$ cat src/rtl/nand_tim_pkg.sv
package nand_tim_pkg;

  localparam int CNT_W   = 4;
  localparam int SHORT_W = 3;
  localparam int CFG_W   = 2 * CNT_W + 5 * SHORT_W;

  localparam logic [2:0] UPD_CS   = 3'd4;
  localparam logic [1:0] UPD_TYPE = 2'd2;

  // Field order MSB to LSB fixes the bit positions of the packed word.
  typedef struct packed {
    logic [SHORT_W-1:0] rr;
    logic [SHORT_W-1:0] ar;
    logic [SHORT_W-1:0] clr;
    logic [SHORT_W-1:0] wp;
    logic [SHORT_W-1:0] rea;
    logic [CNT_W-1:0]   wc;
    logic [CNT_W-1:0]   rc;
  } cycleCfg_t;

  typedef enum logic [1:0] {
    KIND_CMD   = 2'd0,
    KIND_ADDR  = 2'd1,
    KIND_READ  = 2'd2,
    KIND_WRITE = 2'd3
  } reqKind_e;

  typedef enum logic [2:0] {
    PH_IDLE,
    PH_WLOW,
    PH_WHIGH,
    PH_RLOW,
    PH_RHIGH
  } phase_e;

  // Control to datapath strobes.
  typedef struct packed {
    logic loadOut;
    logic capture;
  } strobe_t;

endpackage

$ cat src/rtl/nand_tim_cfg.sv
module nand_tim_cfg
  import nand_tim_pkg::*;
#(
  parameter logic [CFG_W-1:0] RESET_CFG = 23'h125144,
  parameter int WIDTH_W = 2
) (
  input  logic               clk,
  input  logic               rstN,
  input  logic               cfgWrEn,
  input  logic [CFG_W-1:0]   cfgWrData,
  input  logic               widthWrEn,
  input  logic [WIDTH_W-1:0] widthWrData,
  input  logic               updEn,
  input  logic [2:0]         updCs,
  input  logic [1:0]         updType,
  output cycleCfg_t          cfgActive,
  output logic               bus16
);

  cycleCfg_t shadowCfg;
  logic      shadowWide;
  logic      updHit;
  logic      widthLegal;

  assign updHit     = updEn && (updCs == UPD_CS) && (updType == UPD_TYPE);
  assign widthLegal = (widthWrData < WIDTH_W'(2));

  always_ff @(posedge clk or negedge rstN) begin
    if (!rstN) begin
      shadowCfg  <= cycleCfg_t'(RESET_CFG);
      shadowWide <= 1'b0;
    end else begin
      if (cfgWrEn) shadowCfg <= cycleCfg_t'(cfgWrData);
      if (widthWrEn && widthLegal) shadowWide <= widthWrData[0];
    end
  end

  always_ff @(posedge clk or negedge rstN) begin
    if (!rstN) begin
      cfgActive <= cycleCfg_t'(RESET_CFG);
      bus16     <= 1'b0;
    end else if (updHit) begin
      cfgActive <= shadowCfg;
      bus16     <= shadowWide;
    end
  end

endmodule

$ cat src/rtl/nand_tim_ctrl.sv
module nand_tim_ctrl
  import nand_tim_pkg::*;
(
  input  logic               clk,
  input  logic               rstN,
  input  logic [CNT_W-1:0]   rcCyc,
  input  logic [CNT_W-1:0]   wcCyc,
  input  logic [SHORT_W-1:0] wpCyc,
  input  logic [SHORT_W-1:0] clrCyc,
  input  logic [SHORT_W-1:0] arCyc,
  input  logic [SHORT_W-1:0] rrCyc,
  input  logic               reqValid,
  input  logic [1:0]         reqKind,
  input  logic               devReady,
  output logic               reqReady,
  output logic               weN,
  output logic               reN,
  output logic               cle,
  output logic               ale,
  output logic               padOe,
  output strobe_t            strb
);

  localparam int PAD_W = CNT_W - SHORT_W;

  phase_e             phase, phaseNext;
  logic [CNT_W-1:0]   cnt, cntNext;
  logic [1:0]         kindQ;
  logic [SHORT_W-1:0] hold, holdNext;
  logic               devReadyQ;
  logic               rdFirst;

  logic [CNT_W-1:0]   rcEff, wcEff, wpEff, wHigh;
  logic               isRead, readOk, accept, wrEnd, readyRise;

  // Clamp programmed counts to the legal minimums.
  assign rcEff = (rcCyc < CNT_W'(2)) ? CNT_W'(2) : rcCyc;
  assign wcEff = (wcCyc < CNT_W'(2)) ? CNT_W'(2) : wcCyc;
  assign wpEff = (wpCyc == '0) ? CNT_W'(1) : {{PAD_W{1'b0}}, wpCyc};
  assign wHigh = (wcEff > wpEff) ? (wcEff - wpEff) : CNT_W'(1);

  assign isRead    = (reqKind == KIND_READ);
  assign readyRise = devReady && !devReadyQ;
  assign readOk    = devReady && devReadyQ && (hold == '0);
  assign reqReady  = (phase == PH_IDLE) && (!isRead || readOk);
  assign accept    = reqValid && reqReady;
  assign wrEnd     = (phase == PH_WHIGH) && (cnt == '0);

  always_comb begin
    phaseNext = phase;
    cntNext   = cnt;
    unique case (phase)
      PH_IDLE: begin
        if (accept) begin
          if (isRead) begin
            phaseNext = PH_RLOW;
            cntNext   = rcEff - CNT_W'(2);
          end else begin
            phaseNext = PH_WLOW;
            cntNext   = wpEff - CNT_W'(1);
          end
        end
      end
      PH_WLOW: begin
        if (cnt == '0) begin
          phaseNext = PH_WHIGH;
          cntNext   = wHigh - CNT_W'(1);
        end else begin
          cntNext = cnt - CNT_W'(1);
        end
      end
      PH_WHIGH: begin
        if (cnt == '0) phaseNext = PH_IDLE;
        else           cntNext   = cnt - CNT_W'(1);
      end
      PH_RLOW: begin
        if (cnt == '0) phaseNext = PH_RHIGH;
        else           cntNext   = cnt - CNT_W'(1);
      end
      PH_RHIGH: phaseNext = PH_IDLE;
      default:  phaseNext = PH_IDLE;
    endcase
  end

  // Read hold: counts down, reloads with the largest pending delay.
  always_comb begin
    holdNext = (hold != '0) ? (hold - SHORT_W'(1)) : hold;
    if (wrEnd && (kindQ == KIND_CMD) && (clrCyc > holdNext))  holdNext = clrCyc;
    if (wrEnd && (kindQ == KIND_ADDR) && (arCyc > holdNext))  holdNext = arCyc;
    if (readyRise && (rrCyc > holdNext))                      holdNext = rrCyc;
  end

  always_ff @(posedge clk or negedge rstN) begin
    if (!rstN) begin
      phase     <= PH_IDLE;
      cnt       <= '0;
      kindQ     <= KIND_CMD;
      hold      <= '0;
      devReadyQ <= 1'b0;
      rdFirst   <= 1'b0;
    end else begin
      phase     <= phaseNext;
      cnt       <= cntNext;
      hold      <= holdNext;
      devReadyQ <= devReady;
      rdFirst   <= accept && isRead;
      if (accept) kindQ <= reqKind;
    end
  end

  assign weN   = (phase != PH_WLOW);
  assign reN   = (phase != PH_RLOW);
  assign padOe = (phase == PH_WLOW) || (phase == PH_WHIGH);
  assign cle   = padOe && (kindQ == KIND_CMD);
  assign ale   = padOe && (kindQ == KIND_ADDR);

  assign strb.loadOut = accept && !isRead;
  assign strb.capture = rdFirst;

endmodule

$ cat src/rtl/nand_tim_data.sv
module nand_tim_data
  import nand_tim_pkg::*;
#(
  parameter int DATA_W = 16
) (
  input  logic              clk,
  input  logic              rstN,
  input  strobe_t           strb,
  input  logic              bus16,
  input  logic [1:0]        reqKind,
  input  logic [DATA_W-1:0] reqData,
  input  logic [DATA_W-1:0] padIn,
  output logic [DATA_W-1:0] padOut,
  output logic              rdValid,
  output logic [DATA_W-1:0] rdData
);

  localparam int BYTE_W = 8;

  logic [DATA_W-1:0] dataQ;
  logic              byteOnlyQ;
  logic [DATA_W-1:0] rdNext;

  always_ff @(posedge clk or negedge rstN) begin
    if (!rstN) begin
      dataQ     <= '0;
      byteOnlyQ <= 1'b0;
    end else if (strb.loadOut) begin
      dataQ     <= reqData;
      byteOnlyQ <= (reqKind == KIND_CMD) || (reqKind == KIND_ADDR);
    end
  end

  generate
    if (DATA_W > BYTE_W) begin : gWide
      logic outNarrow;
      assign outNarrow = byteOnlyQ || !bus16;
      assign padOut = outNarrow ? {{(DATA_W-BYTE_W){1'b0}}, dataQ[BYTE_W-1:0]} : dataQ;
      assign rdNext = bus16 ? padIn : {{(DATA_W-BYTE_W){1'b0}}, padIn[BYTE_W-1:0]};
    end else begin : gNarrow
      assign padOut = dataQ;
      assign rdNext = padIn;
    end
  endgenerate

  always_ff @(posedge clk or negedge rstN) begin
    if (!rstN) begin
      rdValid <= 1'b0;
      rdData  <= '0;
    end else begin
      rdValid <= strb.capture;
      if (strb.capture) rdData <= rdNext;
    end
  end

endmodule

$ cat src/rtl/nand_strobe_gen.sv
module nand_strobe_gen
  import nand_tim_pkg::*;
#(
  parameter int DATA_W = 16,
  parameter logic [CFG_W-1:0] RESET_CFG = 23'h125144
) (
  input  logic              clk,
  input  logic              rstN,
  input  logic              cfgWrEn,
  input  logic [CFG_W-1:0]  cfgWrData,
  input  logic              widthWrEn,
  input  logic [1:0]        widthWrData,
  input  logic              updEn,
  input  logic [2:0]        updCs,
  input  logic [1:0]        updType,
  input  logic              reqValid,
  input  logic [1:0]        reqKind,
  input  logic [DATA_W-1:0] reqData,
  output logic              reqReady,
  input  logic              devReady,
  input  logic [DATA_W-1:0] padIn,
  output logic [DATA_W-1:0] padOut,
  output logic              padOe,
  output logic              weN,
  output logic              reN,
  output logic              cle,
  output logic              ale,
  output logic              rdValid,
  output logic [DATA_W-1:0] rdData,
  output logic [CFG_W-1:0]  cfgActive,
  output logic              bus16
);

  cycleCfg_t cfgQ;
  strobe_t   strb;

  nand_tim_cfg #(.RESET_CFG(RESET_CFG), .WIDTH_W(2)) u_cfg (
    .clk(clk), .rstN(rstN),
    .cfgWrEn(cfgWrEn), .cfgWrData(cfgWrData),
    .widthWrEn(widthWrEn), .widthWrData(widthWrData),
    .updEn(updEn), .updCs(updCs), .updType(updType),
    .cfgActive(cfgQ), .bus16(bus16)
  );

  nand_tim_ctrl u_ctrl (
    .clk(clk), .rstN(rstN),
    .rcCyc(cfgQ.rc), .wcCyc(cfgQ.wc), .wpCyc(cfgQ.wp),
    .clrCyc(cfgQ.clr), .arCyc(cfgQ.ar), .rrCyc(cfgQ.rr),
    .reqValid(reqValid), .reqKind(reqKind), .devReady(devReady),
    .reqReady(reqReady), .weN(weN), .reN(reN),
    .cle(cle), .ale(ale), .padOe(padOe), .strb(strb)
  );

  nand_tim_data #(.DATA_W(DATA_W)) u_data (
    .clk(clk), .rstN(rstN), .strb(strb), .bus16(bus16),
    .reqKind(reqKind), .reqData(reqData), .padIn(padIn),
    .padOut(padOut), .rdValid(rdValid), .rdData(rdData)
  );

  assign cfgActive = cfgQ;

endmodule

$ cat config.mk
export PLATFORM = sky130hd
export DESIGN_NAME = nand_strobe_gen
export DESIGN_NICKNAME = d
export VERILOG_FILES = /design/src/rtl/nand_tim_pkg.sv /design/src/rtl/nand_tim_cfg.sv /design/src/rtl/nand_tim_ctrl.sv /design/src/rtl/nand_tim_data.sv /design/src/rtl/nand_strobe_gen.sv
export SDC_FILE = /design/constraint.sdc
export NUM_CORES = 1
export LEC_CHECK = 0
export ABC_AREA = 1
export BUFFER_PORTS_ARGS = -buffer_cell sky130_fd_sc_hd__buf_4
export CAP_MARGIN = 20
export CELL_PAD_IN_SITES_DETAIL_PLACEMENT = 0
export CELL_PAD_IN_SITES_GLOBAL_PLACEMENT = 1
export CORE_UTILIZATION = 35
export DETAILED_ROUTE_END_ITERATION = 12
export PLACE_DENSITY_LB_ADDON = 0.1
export SLEW_MARGIN = 30
export SYNTH_ARGS = -nofsm -noshare
export SYNTH_HDL_FRONTEND = slang
export SYNTH_SLANG_ARGS = --single-unit
$ cat constraint.sdc
create_clock -name clk -period 3.55 [get_ports clk]
set_clock_uncertainty 0.2 [all_clocks]
set_input_delay 0.1775 -clock clk [delete_from_list [all_inputs] [get_ports clk]]
set_output_delay 0.1775 -clock clk [all_outputs]
set_load 0.005 [all_outputs]
==> results.md <==
Yosys:
- The post-synthesis sequential area ratio is 0.511.
- The cell count after synthesis came out at 552.
- Of all cell types, the one taking the most synthesized area is sky130_fd_sc_hd__dfrtp_1.
- By area the synthesized netlist is led by sky130_fd_sc_hd__dfrtp_1 (43%), sky130_fd_sc_hd__nand2_1 (9.8%), sky130_fd_sc_hd__o21ai_0 (8.1%), sky130_fd_sc_hd__dfstp_2 (7.8%), sky130_fd_sc_hd__inv_1 (6.7%).
- After synthesis the cells add up to between 4000 and 5000 um2.
- The post-synthesis sequential element count is between 90 and 100.
- Of all flip-flops after synthesis, the portion carrying an async set or reset was 1.00.
- After synthesis, the mean cell area works out to between 8 and 9 um2.
- The share of synthesized area in the top cell type comes to 0.433.
- The post-synth net total is 639.
- The dominant register cell in the synthesized netlist is sky130_fd_sc_hd__dfrtp_1.
- Synthesis instantiated 38 different standard cells from the library.
- For this run, the number of Yosys warnings is 0.
- Yosys mapped a number of flops with a built-in enable equal to 0.

STA:
- The final critical delay including setup and external delays is about 3.8 ns.
- The number of endpoints with negative hold slack in the final report is 0.
- Setup repair after global routing could not meet its margin everywhere.
- After layout, the worst setup slack is -0.275 ns.
- Dividing the final minimum period by the clock period gives 1.08.
- Setup violations remaining at the end of the flow were counted as 3.
- The count of final max-slew check failures came to 0.
- The actual slew at the worst max-slew pin is approximately 0.78 ns.
- The achievable frequency is around 260 MHz.
- Measured against its own limit, the worst slew margin works out to 0.483.

Power and ir drop:
- The power density over the cells is 718 nW/um2.
- Summed over all nets, the switching power comes to 1.85 mW.
- The overall power consumption is about 5.1 mW.
- The maximum vdd drop is between 200 and 250 uV.
- The internal portion of the total power is 3.23 mW.
- Of the total power, the share spent switching nets is 0.363.
- The clock share of power is 0.194.
- The power share of the sequential group is 0.328.
- In this run the static leakage power is 3.60 nW.
- The proportion of power drawn by combinational gates is 0.478.

Drt:
- Before antenna repair, the detailed router went through 6 iterations.
- For this block, the via count after detailed routing is 4,201.
- In the routed layout, each cell is associated on average with a via count of about 4.5.
- The final routed wirelength across all metal layers is around 11 mm.
- For this run, design rule violations remaining after detail routing come to 0.
- After detailed routing, the average wire length per cell comes to between 10 and 15 um.
- Once detail routing completed, the nets flagged for antenna violations numbered 0.
- The DRC marker count from the first detailed-route iteration is roughly 130.

Cells and area:
- The final core utilization is 0.534.
- The number of nets in the final layout is ~850.
- The fraction of layout cells with a size suffix above 1 is 0.319.
- Summing all non-filler instances in the final layout gives an area of 7070 um2.
- The area growth from synthesis to layout is 49.4%.
- The diode insertion count for antenna repair is 0.
- The number of cells in the finished layout apart from fillers is about 940.

Global routing:
- The number of global-route vias before repair is between 4k and 5k.
- In the global route stage, overall resource usage came out at 0.170.
- The first global-routing pass estimated between 15 and 20 mm of wire.
- In the global route stage, met1 resource usage came out at 0.218.
- The most congested layer reported by global routing is met2.
- Global routing finished with a remaining overflow of 0.
- For met2 alone, demand over resource in global routing was 0.279.
- For met3 alone, demand over resource in global routing was 0.0309.
- Entering global routing, the biggest net connects approximately 80 pins.
- The initial antenna violation count is 0.

Placement:
- The quantity of I/O buffers inserted on ports is 133.
- The half-perimeter wire length after placement is approximately 7.7 mm.
- Routability-driven placement finished with a final weighted congestion of 0.781.
- Summing all placed instances gives a cell area of ~6000 um2.
- The pre-CTS worst setup slack is -0.533 ns.
- The number of placed cells counting well taps is 853.

Clock tree:
- The worst-case clock buffer depth is 2.
- Buffers inserted during clock tree synthesis total 9.
- TritonCTS built the clock tree.
- CTS saw 96 sinks.
- The tree is rooted in a sky130_fd_sc_hd__clkbuf_16.
- The H-tree depth is 3.
- Clock-pin slew was measured on the worst setup and hold paths at around 0.070 ns.
- Clock latency on the worst-skew pair, taken at its later pin, is 0.34 ns.

Floorplanning:
- The die height is 118 um.
- The area of the core is 13,200 um2.
- The initial core utilization is 0.358.
- In this run the horizontal extent of the chip is about 120 um.
- The floorplan step defined a die boundary enclosing about 14,000 um2.
- Pin placement for this block handled ~130 I/O pins.
- The placement row count is between 40 and 50.

Critical path:
- The largest fanout of any net on the critical path is 5.
- The worst setup path is launched from a flop.
- The total buffers and inverters traversed by the critical path is 5.
- For this run, the slowest stage of the critical path takes roughly 0.4 ns.
- The arrival time at the worst endpoint is about 3.9 ns.
- The required time of the critical path is ~3.6 ns.
- The critical path start-end classification is reg2reg.
- STA classifies the critical path endpoint as a flop.
- The cell family contributing the most delay on the critical path is simple AND/OR/NAND/NOR gates.
- Among all stages on the critical path, the largest delay is contributed by sky130_fd_sc_hd__dfrtp_1.
- The most repeated library cell on the critical path is sky130_fd_sc_hd__nand3_2.

Min path:
- The tightest min-delay check is of the in2reg type.

Run status:
- The final reports fail on negative setup slack.
- The flow ran to the end, but the final reports show violations.

Run:
- Across the run, the number of max-cap violations was 0.
Yosys cell counts (2+ instances only):
cell type	number
sky130_fd_sc_hd__a21oi_1	13
sky130_fd_sc_hd__buf_4	10
sky130_fd_sc_hd__clkbuf_1	14
sky130_fd_sc_hd__dfrtp_1	82
sky130_fd_sc_hd__dfstp_2	14
sky130_fd_sc_hd__ha_1	15
sky130_fd_sc_hd__inv_1	84
sky130_fd_sc_hd__inv_2	7
sky130_fd_sc_hd__mux2_2	8
sky130_fd_sc_hd__nand2_1	124
sky130_fd_sc_hd__nand2_2	6
sky130_fd_sc_hd__nand2_4	4
sky130_fd_sc_hd__nand3_1	29
sky130_fd_sc_hd__nand3_2	3
sky130_fd_sc_hd__nor2_1	28
sky130_fd_sc_hd__nor2_4	4
sky130_fd_sc_hd__nor3_1	2
sky130_fd_sc_hd__o21ai_0	77
sky130_fd_sc_hd__o21ai_1	4
sky130_fd_sc_hd__or2_2	2
sky130_fd_sc_hd__xor2_1	5
power by group through the flow:
stage | sequential [mW] | clock [mW] | combinational, mW
global placement | 1.67 | 0 | 2.09
floorplan | 1.64 | 0 | 1.37
finish | 1.66 | 0.986 | 2.43
detailed placement | 1.69 | 0 | 2.13
global route | 1.71 | 1.06 | 2.75
CTS | 1.67 | 1.02 | 2.38
what timing repair did:
action	in CTS	in global routing
setup endpoints to repair	3	3
hold buffers	65	0
hold endpoints to repair	129	0
setup buffers	8	1
gates resized for setup	8	8
pin swaps	13	4
tightest hold or removal path: cells and delay by family:
kind / cells / cell delay, ns
compound gates: 1 / 0.07
buf+inv: 1 / 0.24
simple gates: 1 / 0.09
per-layer routing:
metal  vias up  routed length [um]
li1       2152                   -
met2       107                5220
met5         -                   0
met3        20                 478
met1      1922                5260
met4         0                 237
path summary, 6_finish.rpt:
check,start,endpoint,slack [ns],cells after the start
worst max-delay path,u_ctrl.hold[1]$_DFF_PN0_,u_ctrl.hold[1]$_DFF_PN0_,-0.28,29
worst min-delay path,cfgWrEn,u_cfg.shadowCfg[20]$_DFFE_PN1P_,0.04,3
worst max register to register,u_ctrl.hold[1]$_DFF_PN0_,u_ctrl.hold[1]$_DFF_PN0_,-0.28,29
worst min register to register,u_data.dataQ[1]$_DFFE_PN0P_,u_data.dataQ[1]$_DFFE_PN0P_,0.27,2
max in group asynchronous,rstN,u_cfg.shadowCfg[14]$_DFFE_PN1P_,2.21,3
min in group asynchronous,rstN,u_data.rdData[4]$_DFFE_PN0P_,0.24,2
registers in the layout, summed over array words and instances (netlist names):
| signal | cells |
|---|---|
| u_data.byteOnlyQ | 1 |
| u_data.rdValid | 1 |
| u_data.dataQ | 16 |
| u_ctrl.rdFirst | 1 |
| u_ctrl.cnt | 4 |
| u_cfg.bus16 | 1 |
| u_ctrl.phase | 3 |
| u_cfg.shadowWide | 1 |
| u_cfg.shadowCfg | 23 |
| u_data.rdData | 16 |
| u_cfg.cfgActive | 23 |
| u_ctrl.hold | 3 |
| u_ctrl.kindQ | 2 |
| u_ctrl.devReadyQ | 1 |
cell families after synthesis:
group,after synthesis,share of synthesized area
adders and majority gates,16,0.0439
buffers and inverters,117,0.101
AOI/OAI and AO/OA,102,0.113
xor gates and xnor gates,5,0.00925
and+or+nand+nor,208,0.203
muxes,8,0.0190
DFF,96,0.511
per-stage QoR:
step                hold slack, ns  setup TNS (ns)
global route                0.0788           -1.61
global placement             0.111           -1.01
CTS                         0.0355          -0.698
finish                      0.0359          -0.808
floorplan                   -0.318          -0.680
detailed placement           0.110           -1.56
cell type report:
type	count	area, um2
Clock buffer	11	243
Clock inverter	5	56.3
Fill cell	1258	6170
Inverter	91	342
Multi-Input combinational cell	339	1940
Sequential cell	96	2420
Tap cell	176	220
Timing Repair Buffer	225	1860
cells in the final DEF, fill, tap and decap left out, types with 2 or more instances in the layout:
cell type,n
sky130_fd_sc_hd__nor3_1,2
sky130_fd_sc_hd__dfstp_2,14
sky130_fd_sc_hd__a21oi_1,13
sky130_fd_sc_hd__dfrtp_1,82
sky130_fd_sc_hd__o21ai_1,5
sky130_fd_sc_hd__nand2_4,5
sky130_fd_sc_hd__nor2_4,4
sky130_fd_sc_hd__nand3_1,26
sky130_fd_sc_hd__buf_4,159
sky130_fd_sc_hd__ha_1,11
sky130_fd_sc_hd__clkinv_2,2
sky130_fd_sc_hd__dlygate4sd3_1,65
sky130_fd_sc_hd__o21ai_2,2
sky130_fd_sc_hd__inv_1,80
sky130_fd_sc_hd__nand2_1,120
sky130_fd_sc_hd__ha_4,4
sky130_fd_sc_hd__inv_2,11
sky130_fd_sc_hd__nand3_2,6
sky130_fd_sc_hd__nand2_2,9
sky130_fd_sc_hd__mux2_2,8
sky130_fd_sc_hd__nor2_1,28
sky130_fd_sc_hd__o21ai_0,74
sky130_fd_sc_hd__xor2_1,4
sky130_fd_sc_hd__clkbuf_16,9
Power figures use the tool's default switching activity.
